`src/rtl/apb_dec_pkg.sv`:
```
// Package: shared constants, types and helpers for the nibble-select APB decoder.
// Assumes a 4-bit select field, so the port count is fixed at 16.
package apb_dec_pkg;
    localparam int SEL_W = 4;
    localparam int NPORT = 1 << SEL_W;

    typedef logic [SEL_W-1:0] port_idx_t;
    typedef logic [NPORT-1:0] port_vec_t;

    // One-hot vector with only bit idx set.
    function automatic port_vec_t idx_to_onehot(input port_idx_t idx);
        port_vec_t v;
        v = '0;
        v[idx] = 1'b1;
        return v;
    endfunction
endpackage

```
`src/rtl/apb_dec_select.sv`:
```
// Module: apb_dec_select
// Works out which port a transfer targets and drives the per-port select lines.
// In the setup cycle the live address nibble is used, and it is captured there.
// Every later cycle uses the captured nibble, so the select and the return path
// stay steady through wait states and after the transfer ends.
// Assumes the requester follows APB phase order (setup, then access).
module apb_dec_select
    import apb_dec_pkg::*;
#(
    parameter port_vec_t PORT_MASK = 16'h003F
) (
    input  logic      clk,
    input  logic      rst_n,
    input  logic      mst_psel,
    input  logic      mst_penable,
    input  port_idx_t live_idx,
    output port_idx_t eff_idx,
    output logic      port_hit,
    output port_vec_t slv_psel
);
    port_idx_t held_idx;
    logic      setup_phase;

    // Marks the first cycle of a transfer.
    assign setup_phase = mst_psel && !mst_penable;

    // Captures the target nibble in the setup cycle.
    always_ff @(posedge clk) begin
        if (!rst_n) begin
            held_idx <= '0;
        end else if (setup_phase) begin
            held_idx <= live_idx;
        end
    end

    // Chooses the nibble in force and decodes it against the presence mask.
    always_comb begin
        eff_idx  = setup_phase ? live_idx : held_idx;
        port_hit = PORT_MASK[eff_idx];
        if (mst_psel && port_hit) begin
            slv_psel = idx_to_onehot(eff_idx);
        end else begin
            slv_psel = '0;
        end
    end
endmodule

```
`src/rtl/apb_dec_retmux.sv`:
```
// Module: apb_dec_retmux
// Return-path multiplexer. It routes read data, ready and error from the port
// in force back to the requester. For an absent port it gives ready 1, error 1
// and data 0. Assumes a flat read-data bus with port n at [n*DATA_W +: DATA_W].
module apb_dec_retmux
    import apb_dec_pkg::*;
#(
    parameter int DATA_W = 32
) (
    input  port_idx_t                eff_idx,
    input  logic                     port_hit,
    input  logic [NPORT*DATA_W-1:0]  slv_prdata,
    input  port_vec_t                slv_pready,
    input  port_vec_t                slv_pslverr,
    output logic [DATA_W-1:0]        mst_prdata,
    output logic                     mst_pready,
    output logic                     mst_pslverr
);
    logic [DATA_W-1:0] rd_arr [NPORT];

    // Splits the flat read-data bus into one word per port.
    for (genvar g = 0; g < NPORT; g++) begin : g_unpack
        assign rd_arr[g] = slv_prdata[g*DATA_W +: DATA_W];
    end

    // Chooses the response source: a present port, or the built-in error reply.
    always_comb begin
        if (port_hit) begin
            mst_prdata  = rd_arr[eff_idx];
            mst_pready  = slv_pready[eff_idx];
            mst_pslverr = slv_pslverr[eff_idx];
        end else begin
            mst_prdata  = '0;
            mst_pready  = 1'b1;
            mst_pslverr = 1'b1;
        end
    end
endmodule

```
`src/rtl/apb_nibble_decoder.sv`:
```
// Module: apb_nibble_decoder (top)
// Fans one APB requester out to sixteen completer ports. Address bits
// [SEL_LSB+3:SEL_LSB] choose the port, and PORT_MASK lists the ports present.
// Address, write strobe, enable and write data go to all ports; only the
// select line is per port. Assumes SEL_LSB + 4 <= ADDR_W.
module apb_nibble_decoder
    import apb_dec_pkg::*;
#(
    parameter int        ADDR_W    = 32,
    parameter int        DATA_W    = 32,
    parameter int        SEL_LSB   = 20,
    parameter port_vec_t PORT_MASK = 16'h003F
) (
    input  logic                     clk,
    input  logic                     rst_n,
    input  logic [ADDR_W-1:0]        mst_paddr,
    input  logic                     mst_psel,
    input  logic                     mst_penable,
    input  logic                     mst_pwrite,
    input  logic [DATA_W-1:0]        mst_pwdata,
    output logic [DATA_W-1:0]        mst_prdata,
    output logic                     mst_pready,
    output logic                     mst_pslverr,
    output logic [ADDR_W-1:0]        slv_paddr,
    output logic [NPORT-1:0]         slv_psel,
    output logic                     slv_penable,
    output logic                     slv_pwrite,
    output logic [DATA_W-1:0]        slv_pwdata,
    input  logic [NPORT*DATA_W-1:0]  slv_prdata,
    input  logic [NPORT-1:0]         slv_pready,
    input  logic [NPORT-1:0]         slv_pslverr
);
    port_idx_t live_idx;
    port_idx_t eff_idx;
    logic      port_hit;

    // Takes the select field out of the requester address.
    assign live_idx = mst_paddr[SEL_LSB +: SEL_W];

    // Sends the shared request signals to every port unchanged.
    assign slv_paddr   = mst_paddr;
    assign slv_penable = mst_penable;
    assign slv_pwrite  = mst_pwrite;
    assign slv_pwdata  = mst_pwdata;

    apb_dec_select #(
        .PORT_MASK (PORT_MASK)
    ) u_select (
        .clk         (clk),
        .rst_n       (rst_n),
        .mst_psel    (mst_psel),
        .mst_penable (mst_penable),
        .live_idx    (live_idx),
        .eff_idx     (eff_idx),
        .port_hit    (port_hit),
        .slv_psel    (slv_psel)
    );

    apb_dec_retmux #(
        .DATA_W (DATA_W)
    ) u_retmux (
        .eff_idx     (eff_idx),
        .port_hit    (port_hit),
        .slv_prdata  (slv_prdata),
        .slv_pready  (slv_pready),
        .slv_pslverr (slv_pslverr),
        .mst_prdata  (mst_prdata),
        .mst_pready  (mst_pready),
        .mst_pslverr (mst_pslverr)
    );
endmodule

```
`config.mk`:
```
export PLATFORM = sky130hd
export DESIGN_NAME = apb_nibble_decoder
export DESIGN_NICKNAME = d
export VERILOG_FILES = /design/src/rtl/apb_dec_pkg.sv /design/src/rtl/apb_dec_select.sv /design/src/rtl/apb_dec_retmux.sv /design/src/rtl/apb_nibble_decoder.sv
export SDC_FILE = /design/constraint.sdc
export NUM_CORES = 1
export LEC_CHECK = 0
export BUFFER_PORTS_ARGS = -buffer_cell sky130_fd_sc_hd__buf_4
export CAP_MARGIN = 20
export CELL_PAD_IN_SITES_DETAIL_PLACEMENT = 1
export CELL_PAD_IN_SITES_GLOBAL_PLACEMENT = 1
export CORE_AREA = 2 2 286 288
export CTS_CLUSTER_SIZE = 14
export DETAILED_ROUTE_END_ITERATION = 10
export DIE_AREA = 0 0 288 290
export GPL_TIMING_DRIVEN = 1
export PLACE_DENSITY_LB_ADDON = 0.1
export SLEW_MARGIN = 20
export SYNTH_ARGS = -nofsm -noshare
export SYNTH_HDL_FRONTEND = slang
export SYNTH_SLANG_ARGS = --single-unit
export TNS_END_PERCENT = 30
```
`constraint.sdc`:
```
create_clock -name clk -period 3.32 [get_ports clk]
set_input_delay 0.166 -clock clk [delete_from_list [all_inputs] [get_ports clk]]
set_output_delay 0.166 -clock clk [all_outputs]
set_load 0.01 [all_outputs]
```
==> impl_metrics.py, run 1 <==
metrics = {
    "status": {
        "status": "complete, no violations",
    },
    "clocking": {
        "ctsResizeCount": 0,
        "holdBufCountCts": 0,
        "htree_levels": 1,
        "root_buffer": "clkbuf_16",
        "post_cts_buffers": 0,
        "cts_tree": "done",
        "insertion_delay_ns": 0.23,
        "cts_buffers": 3,
        "clkSinkCount": 4,
        "cts.clk_slew.worst_paths_ns": 0.03,
        "cts_buffer_depth": 2,
    },
    "final_layout": {
        "final_cell_mix": "buf_4, nand2_1, a21oi_1",
        "final_util_pct": 7.35,
        "syn_to_final_growth_pct": 106,
        "top_register": "u_select.held_idx",
        "drive_gt1_share_pct": 51.1,
        "final_common_cell": "buf_4",
        "nFillCells": 9704,
        "layout.nets": 1265,
        "largestRegisters": "u_select.held_idx: 4 flops",
        "final_cell_area_um2": 5890,
        "largest_register_ff_count": 4,
    },
    "synthesis": {
        "synthTopCellsByArea": "buf_4, nand2_1, a21oi_1, o22ai_1, mux2i_1",
        "syn_avg_cell_area_um2": 6.48,
        "ys_seq_elements": 4,
        "ys_types": 40,
        "synth_top_area_cell": "buf_4",
        "yosysTopAreaCellShare_pct": 22.6,
        "synth_cells": 440,
        "synth-seq-area-share_pct": 2.81,
        "netlist_area_um2": 2850,
        "ys_warn_count": 0,
    },
    "timing": {
        "rsz0062_at_grt": "no",
        "final.setup.tns_ns": 0,
        "skew_ns": 0,
        "hold_viol": 0,
        "worstMarginPinSlew_ns": 0.644,
        "slew-limit-headroom_pct": 56.6,
        "fin_crit_sh_pct": 80.8,
        "finalCriticalPeriod_ns": 2.68,
        "fmax_ghz": 0.373,
        "timing.hold.ws_ns": 0.190,
        "setup_viol": 0,
        "drv_slew": 0,
    },
    "die": {
        "rows": 104,
        "start_util_pct": 3.56,
        "die-area_um2": 83500,
        "io_pins": 729,
        "die_height_um": 290,
        "core_area_um2": 80200,
        "die_w_um": 288,
    },
    "worst_setup_path": {
        "path_class": "in2out",
        "rrSetupSlack_ns": 1.95,
        "cp_data_arrival_time_ns": 2.51,
        "startpoint": "mst_penable",
        "cp_max_fo": 44,
        "cp-start-kind": "primary input",
        "r2r_cells": 2,
        "r2r-end": "u_select.held_idx[0]$_SDFF_PN0_",
        "timing.rr.start": "u_select.held_idx[0]$_SDFF_PN0_",
        "critical_path.endpoint_type": "output port",
        "critPathRequiredTime_ns": 3.15,
    },
    "route": {
        "drc": 0,
        "num_vias": 4046,
        "avgRoutedWirePerCell_um": 16.1,
        "drt-initial-drc-count": 89,
        "drt_first_pass_iters": 4,
        "via_per_inst": 2.36,
        "drt-total-wl_mm": 27.6,
        "antenna_left": 0,
    },
    "power_and_ir_drop": {
        "ir_drop_mv": 0.108,
        "leakage_nw": 2.41,
        "total_power_mw": 1.20,
        "power_density_nw_per_um2": 204,
    },
    "placed_design": {
        "place_area_um2": 5810,
        "port-buffer-count": 288,
        "dp_hpwl_mm": 22.4,
        "place.gp.congestion": 0.650,
    },
    "global_routing": {
        "antenna_found_initial": 2,
        "grt_pass1_vias": 4582,
        "grt_overflow": 0,
        "grt_max_degree": 44,
        "grt_pass1_wl_mm": 37.1,
        "grt_usage_pct": 6.28,
    },
    "worst_hold_path": {
        "whs_endpoint": "u_select.held_idx[0]$_SDFF_PN0_",
        "hold_path.class": "in2reg",
        "min_from": "rst_n",
        "worstHoldPathCells": 2,
    },
    "run": {
        "cap_violations": 0,
    },
}
## critical path, stage by stage
cell      delay [ns]
buf_4           0.10
nand2b_1        0.50
mux2i_4         0.35
buf_12          0.24
nor2_1          0.08
a211oi_1        0.55
o221a_1         0.28
buf_4           0.12
## through the flow
step / instances / setup WS (ns)
floorplan: 449 / 1.62
global placement: 1707 / 0.427
detailed placement: 1707 / 0.468
CTS: 1710 / 0.455
global route: 1710 / 0.386
finish: 1713 / 0.639
## area by class of cell
cell class	instances	area (um2)	area share (%)
multi-input cells	330	2010	34.1
repair buffers	308	2370	40.3
diodes	3	7.51	0.127
well taps	1060	1330	22.5
flip-flops and latches	4	80.1	1.36
inverters	5	18.8	0.319
clock buffers	3	75.1	1.27
## worst max-delay path by stage
| stage | end | slack (ns) | cells after the start |
|---|---|---|---|
| global route | mst_prdata[5] | 0.39 | 5 |
| CTS | mst_prdata[17] | 0.45 | 6 |
| finish | mst_prdata[5] | 0.64 | 8 |
| global placement | mst_prdata[17] | 0.43 | 6 |
| floorplan | mst_pready | 1.62 | 6 |
| detailed placement | mst_prdata[17] | 0.47 | 6 |
## logic make-up after synthesis
| kind of cell | after synthesis | synth area share (%) |
|---|---|---|
| other | 1 | 0.132 |
| AO/OA/AOI/OAI | 165 | 37.6 |
| AND/OR/NAND/NOR | 128 | 18.6 |
| buffers and inverters | 115 | 28.8 |
| flip-flops | 4 | 2.81 |
| multiplexers | 27 | 12.0 |
## where the power goes
group          switching, mW  total [mW]  internal, mW
sequential           0.00347      0.0543        0.0508
clock                 0.0345       0.188         0.154
combinational          0.484       0.958         0.475
## cells in the mapped netlist, drive strengths merged
cell type and n:
inv 5, nor2b 1, conb 1, mux2 9, o221a 6, and4bb 1
o221ai 2, mux4 1, o31a 7, mux2i 17, and2b 2, nor3 2
o21a 1, nor2 14, clkbuf 1, and2 3, a211oi 16, a21o 10
a31oi 2, or2b 1, dfxtp 4, o22a 1, o22ai 28, o21ai 16
buf 109, nand2 100, nand2b 4, a21oi 67, a311o 9
## layer usage
layer / part of all wire, % / GRT usage (%) / wire length (um)
met3: 9.2 / 2.14 / 2540
met1: 45 / 8.01 / 12300
met5: 0 / 0 / 0
met4: 1.7 / 1.28 / 477
met2: 44 / 10.2 / 12300
Note: power is estimated with default switching activity, not from simulation.
==> run 2: changes to the inputs <==
--- a/config.mk
+++ b/config.mk
@@ -5,14 +5,15 @@
 export SDC_FILE = /design/constraint.sdc
 export NUM_CORES = 1
 export LEC_CHECK = 0
+export ABC_AREA = 1
 export BUFFER_PORTS_ARGS = -buffer_cell sky130_fd_sc_hd__buf_4
 export CAP_MARGIN = 20
 export CELL_PAD_IN_SITES_DETAIL_PLACEMENT = 1
 export CELL_PAD_IN_SITES_GLOBAL_PLACEMENT = 1
-export CORE_AREA = 2 2 286 288
+export CORE_AREA = 2 2 287 289
 export CTS_CLUSTER_SIZE = 14
 export DETAILED_ROUTE_END_ITERATION = 10
-export DIE_AREA = 0 0 288 290
+export DIE_AREA = 0 0 289 291
 export GPL_TIMING_DRIVEN = 1
 export PLACE_DENSITY_LB_ADDON = 0.1
 export SLEW_MARGIN = 20
==> constraint.sdc (replaced) <==
create_clock -name clk -period 2.4 [get_ports clk]
set_input_delay 0.12 -clock clk [delete_from_list [all_inputs] [get_ports clk]]
set_output_delay 0.12 -clock clk [all_outputs]
set_load 0.01 [all_outputs]
==> impl_metrics.py, run 2 <==
metrics = {
    "status": {
        "status": "complete, no violations",
    },
    "worst_setup_path": {
        "cpLargestDelayFamily": "simple AND/OR/NAND/NOR gates",
        "crit_buf_inv": 3,
        "cp-start-kind": "register",
        "cp_max_fo": 13,
        "startpoint": "u_select.held_idx[0]$_SDFF_PN0_",
        "cp_data_arrival_time_ns": 2.09,
        "timing.rr.start": "u_select.held_idx[3]$_SDFF_PN0_",
        "critPathRequiredTime_ns": 2.28,
        "crit_chain": "inv_1 > nand2_4 > nand2_8 > nand2_8 > bufbuf_16 > nor2_1 > nor2_1 > nand2_1 > nor2_1 > nor2_1 > nor2_1 > buf_4",
        "critPathMostFrequentCell": "nor2_1",
        "cp_slowest_stage_delay_ns": 0.37,
        "path_class": "reg2out",
        "critical_path.endpoint_type": "output port",
        "slowest_stage": "dfxtp_1",
    },
    "die": {
        "die_w_um": 289,
        "io_pins": 729,
        "die-area_um2": 84100,
        "start_util_pct": 5.28,
        "core_area_um2": 81200,
        "rows": 105,
        "die_height_um": 291,
    },
    "global_routing": {
        "grt_usage_pct": 9.40,
        "grt_max_degree": 38,
        "grt_pass1_wl_mm": 56.0,
        "grt_overflow": 0,
        "antenna_found_initial": 5,
        "grt_pass1_vias": 7322,
    },
    "placed_design": {
        "dp_hpwl_mm": 33.9,
        "port-buffer-count": 371,
        "placed_cells": 2325,
        "place.gp.congestion": 0.739,
    },
    "route": {
        "drt_first_pass_iters": 4,
        "via_per_inst": 2.83,
        "avgRoutedWirePerCell_um": 17.7,
        "antenna_left": 0,
        "drt-initial-drc-count": 138,
        "num_vias": 6598,
        "drc": 0,
        "drt-total-wl_mm": 41.2,
    },
    "run": {
        "cap_violations": 0,
    },
    "synthesis": {
        "ys_warn_count": 0,
        "synth-seq-area-share_pct": 1.87,
        "ys_types": 29,
        "synthFlopType": "dfxtp_1",
        "synthMostInstantiatedCell": "nand2_1",
        "syn_avg_cell_area_um2": 4.51,
        "netlist_area_um2": 4290,
        "synthArstFlopShare_pct": 0,
        "synthTopCellsByArea": "nand2_1, nor2_1, buf_4, inv_1, nand3_1",
        "synth_edf_count": 0,
        "synth_cells": 951,
        "ys_seq_elements": 4,
        "yosysTopAreaCellShare_pct": 27.8,
        "synth_top_area_cell": "nand2_1",
        "ys_top_cells_by_count": "nand2_1, nor2_1, inv_1",
    },
    "final_layout": {
        "drive_gt1_share_pct": 36.6,
        "final_util_pct": 10.3,
        "layout.cells.non_filler": 2335,
        "final_cell_mix": "buf_4, nand2_1, nor2_1",
        "largest_register_ff_count": 4,
        "top_register": "u_select.held_idx",
        "layout.nets": 1877,
        "largestRegisters": "u_select.held_idx: 4 flops",
        "final_common_cell": "buf_4",
        "syn_to_final_growth_pct": 95.3,
    },
    "timing": {
        "setup_viol": 0,
        "drv_slew": 0,
        "finalCriticalPeriod_ns": 2.21,
        "fmax_ghz": 0.452,
        "timing.hold.ws_ns": 0.176,
        "fin_crit_sh_pct": 92.2,
        "skew_ns": 0,
        "hold_viol": 0,
        "rsz0062_at_grt": "yes",
    },
    "clocking": {
        "clkSinkCount": 4,
        "cts_buffer_depth": 2,
        "root_buffer": "clkbuf_16",
        "cts_buffers": 3,
        "cts.clk_slew.worst_paths_ns": 0.03,
        "htree_levels": 1,
        "holdBufCountCts": 0,
        "insertion_delay_ns": 0.22,
        "cts_tree": "done",
    },
    "worst_hold_path": {
        "min_from": "rst_n",
        "hold_path.class": "in2reg",
    },
    "power_and_ir_drop": {
        "ir_drop_mv": 0.158,
        "leakage_nw": 4.55,
        "power_density_nw_per_um2": 275,
    },
}
[run 2: changes by cell type after synthesis, moves of 12 or more]
cell | before | now
nand2_1 | 99 | 318
nor2_1 | 14 | 190
inv_1 | 5 | 149
a21oi_1 | 67 | 3
nand3_1 | 0 | 61
o21ai_0 | 8 | 47
o22ai_1 | 28 | 0
a211oi_1 | 16 | 0
mux2i_1 | 12 | 0
[run 2: worst paths after layout]
path / endpoint / slack, ns / cells after the start
max: mst_prdata[16] / 0.19 / 12
min: u_select.held_idx[1]$_SDFF_PN0_ / 0.18 / 3
min reg2reg: u_select.held_idx[0]$_SDFF_PN0_ / 0.76 / 4
max reg2reg: u_select.held_idx[3]$_SDFF_PN0_ / 1.44 / 4
[run 2: area by class of cell]
type	count	area, um2
Antenna cell	3	7.51
Clock buffer	3	75.1
Fill cell	10075	72800
Inverter	156	592
Multi-Input combinational cell	683	2940
Sequential cell	4	80.1
Tap cell	1070	1340
Timing Repair Buffer	416	3350
[run 2: report_power, final]
part | total [mW] | internal [mW] | switching [mW]
clock network | 0.259 | 0.213 | 0.0459
logic | 1.97 | 0.896 | 1.08
registers | 0.0728 | 0.0708 | 0.00199
total | 2.30 | 1.18 | 1.12
[run 2: logic make-up after synthesis]
logic type / after synthesis / synth area share, %
other: 1 / 0.0874
and+or+nand+nor: 607 / 57.7
buffers and inverters: 273 / 32.2
DFF: 4 / 1.87
AOI/OAI and AO/OA: 66 / 8.11
[run 2: worst reg2reg max path: stages, from the launching register on]
cell	delay [ns]
dfxtp_1	0.29
nand2_1	0.07
nand2_2	0.14
inv_1	0.28
nor2_1	0.07
[run 2: metal layers]
metal / part of all wire [%] / track usage, %
met5: 0.092 / 0
met4: 1.5 / 1.32
met1: 40 / 10.8
met3: 9.5 / 3.75
met2: 49 / 16.6
[run 2: timing repair]
action / in CTS / in global routing
gates cloned: 3 / 1
pin swaps: 2 / 0
buffers inserted: 0 / 0
endpoints found under the setup margin: 23 / 29
gates resized for setup: 9 / 11
[run 2: metrics by stage]
| stage | power, mW | setup slack (ns) | setup TNS, ns | area, um2 |
|---|---|---|---|---|
| after floorplan | 0.974 | 0.882 | 0 | 4320 |
| after global placement | 2.09 | -0.242 | -0.348 | 8090 |
| after detailed placement | 2.10 | -0.267 | -0.476 | 8090 |
| after CTS | 2.42 | -0.0153 | -0.0438 | 8300 |
| after global routing | 2.59 | -0.0189 | -0.0219 | 8370 |
| final | 2.30 | 0.188 | 0 | 8380 |
==> run 3: changes to the inputs <==
--- a/config.mk
+++ b/config.mk
@@ -19,5 +19,6 @@
 export SLEW_MARGIN = 20
 export SYNTH_ARGS = -nofsm -noshare
 export SYNTH_HDL_FRONTEND = slang
+export SYNTH_HIERARCHICAL = 1
 export SYNTH_SLANG_ARGS = --single-unit
 export TNS_END_PERCENT = 30
==> impl_metrics.py, run 3 <==
metrics = {
    "route": {
        "drt-initial-drc-count": 356,
        "antenna_left": 0,
        "drt-total-wl_mm": 70.1,
        "via_per_inst": 3.69,
        "drt_first_pass_iters": 6,
        "drc": 0,
        "num_vias": 11993,
        "avgRoutedWirePerCell_um": 21.5,
    },
    "final_layout": {
        "final_cell_mix": "nand2_1, buf_4, nand3_1",
        "layout.nets": 2796,
        "drive_gt1_share_pct": 33.3,
        "syn_to_final_growth_pct": 78.2,
        "largest_register_ff_count": 4,
        "final_util_pct": 16.5,
        "largestRegisters": "u_select/held_idx: 4 flops",
        "final_common_cell": "nand2_1",
        "top_register": "u_select/held_idx",
    },
    "worst_setup_path": {
        "path_class": "reg2out",
        "slowest_stage": "dfxtp_1",
        "r2r_cells": 5,
        "critPathMostFrequentCell": "nand3_1",
        "crit_buf_inv": 3,
        "timing.rr.start": "u_select/held_idx[3]$_SDFF_PN0_",
        "critical_path.endpoint_type": "output port",
        "crit_chain": "nand2_2 > nand2_8 > clkinv_16 > buf_12 > nand2_1 > nand3_1 > nand3_1 > nand3_2 > a21oi_2 > buf_4",
        "cp_data_arrival_time_ns": 2.21,
        "startpoint": "u_select/held_idx[0]$_SDFF_PN0_",
        "cp_slowest_stage_delay_ns": 0.33,
        "critPathRequiredTime_ns": 2.28,
        "crit_cells": 10,
        "cpLargestDelayFamily": "simple AND/OR/NAND/NOR gates",
        "cp_max_fo": 36,
        "cp-start-kind": "register",
    },
    "timing": {
        "fmax_ghz": 0.430,
        "drv_slew": 0,
        "finalCriticalPeriod_ns": 2.33,
        "skew_ns": 0,
        "rsz0062_at_grt": "yes",
        "setup_ws_ns": 0.0734,
        "hold_viol": 0,
        "setup_viol": 0,
        "timing.hold.ws_ns": 0.191,
        "final.setup.tns_ns": 0,
        "fin_crit_sh_pct": 96.9,
    },
    "synthesis": {
        "ys_top_cells_by_count": "nand2_1, nand3_1, inv_1",
        "synthTopCellsByArea": "nand2_1, nand3_1, inv_1, buf_4, buf_2",
        "ys_seq_elements": 4,
        "synthArstFlopShare_pct": 0,
        "synth_edf_count": 0,
        "synth_cells": 1689,
        "synth-seq-area-share_pct": 1.07,
        "syn_avg_cell_area_um2": 4.45,
        "synth_top_area_cell": "nand2_1",
        "ys_warn_count": 6,
        "synthFlopType": "dfxtp_1",
        "yosysTopAreaCellShare_pct": 39.5,
        "netlist_area_um2": 7510,
        "synthMostInstantiatedCell": "nand2_1",
        "ys_types": 27,
    },
    "power_and_ir_drop": {
        "power_density_nw_per_um2": 270,
        "ir_drop_mv": 0.140,
        "leakage_nw": 7.83,
    },
    "die": {
        "die_height_um": 291,
        "die-area_um2": 84100,
        "io_pins": 729,
        "rows": 105,
        "start_util_pct": 9.25,
        "die_w_um": 289,
        "core_area_um2": 81200,
    },
    "placed_design": {
        "place.gp.congestion": 0.765,
        "dp_worst_setup_slack_ns": 0.0466,
        "dp_hpwl_mm": 58.7,
        "port-buffer-count": 596,
    },
    "worst_hold_path": {
        "worstHoldPathCells": 3,
        "min_from": "rst_n",
        "hold_path.class": "in2reg",
    },
    "status": {
        "status": "complete, no violations",
    },
    "global_routing": {
        "grt_usage_pct": 15.6,
        "grt_overflow": 0,
        "grt_pass1_wl_mm": 94.7,
        "grt_max_degree": 66,
        "grt_pass1_vias": 13115,
        "antenna_found_initial": 4,
    },
    "clocking": {
        "cts.clk_slew.worst_paths_ns": 0.03,
        "htree_levels": 1,
        "cts_tree": "done",
        "cts_buffer_depth": 2,
        "insertion_delay_ns": 0.22,
        "clkSinkCount": 4,
        "cts_buffers": 3,
        "root_buffer": "clkbuf_16",
    },
    "run": {
        "cap_violations": 0,
    },
}
## run 3: cell types whose count changed in the layout (fill, tap and decap cells not counted), moves of 8 or more
cell / previous run / this run
or2_2: 10 / 0
inv_1: 148 / 265
a21oi_1: 3 / 31
nor2_1: 187 / 28
o21ai_0: 47 / 8
o21ai_1: 13 / 2
nand3_2: 2 / 29
buf_4: 400 / 642
nand2_1: 311 / 789
or2_1: 8 / 0
nand3_1: 60 / 310
## run 3: timing repair
item                                    in CTS  in global routing
gates cloned                                 0                  5
pin swaps                                    0                  3
hold buffers                                 0                  0
endpoints found under the setup margin      11                 34
resized for setup                           11                 35
setup buffers                                0                  4
## run 3: final timing paths
path / end / slack [ns]
max reg2reg: u_select/held_idx[3]$_SDFF_PN0_ / 1.11
min: u_select/held_idx[0]$_SDFF_PN0_ / 0.19
max: mst_prdata[0] / 0.07
min reg2reg: u_select/held_idx[1]$_SDFF_PN0_ / 0.53
## run 3: cell families after synthesis
kind of cell,synth area share (%)
buf+inv,30.1
simple gates,65.5
other cells,0.0499
compound gates,3.33
flops,1.07
## run 3: area by class of cell
class	count	area, um2
diodes	3	7.51
clock buffers	3	75.1
fillers	10343	67800
inverters	272	1060
multi-input cells	1230	5390
flip-flops and latches	4	80.1
well taps	1070	1340
repair buffers	672	5440
## run 3: power by group
part	total (mW)	internal [mW]	switching (mW)
registers	0.0731	0.0709	0.00229
logic	3.29	1.44	1.85
clock network	0.258	0.213	0.0455
## run 3: worst reg2reg max path, cell delays in order (launching register included)
cell	delay, ns
dfxtp_1	0.32
nand2_2	0.07
nand2_4	0.23
buf_4	0.41
inv_2	0.12
nor2_1	0.09
## run 3: metrics by stage
step / power (mW) / instances / cell area [um2]
floorplan: 1.57 / 1698 / 7550
global placement: 3.35 / 3239 / 12900
detailed placement: 3.35 / 3239 / 12900
CTS: 3.64 / 3242 / 13100
global route: 4.01 / 3252 / 13400
finish: 3.62 / 3254 / 13400
## run 3: metal layers
metal / wire (um) / share of wire, % / vias up / track usage, %
met5: 0 / 0 / - / 0
met4: 1600 / 2.3 / 0 / 3.48
met3: 3920 / 5.6 / 60 / 2.89
met2: 35700 / 51 / 367 / 28.8
met1: 28800 / 41 / 5583 / 18.5
li1: - / - / 5983 / -
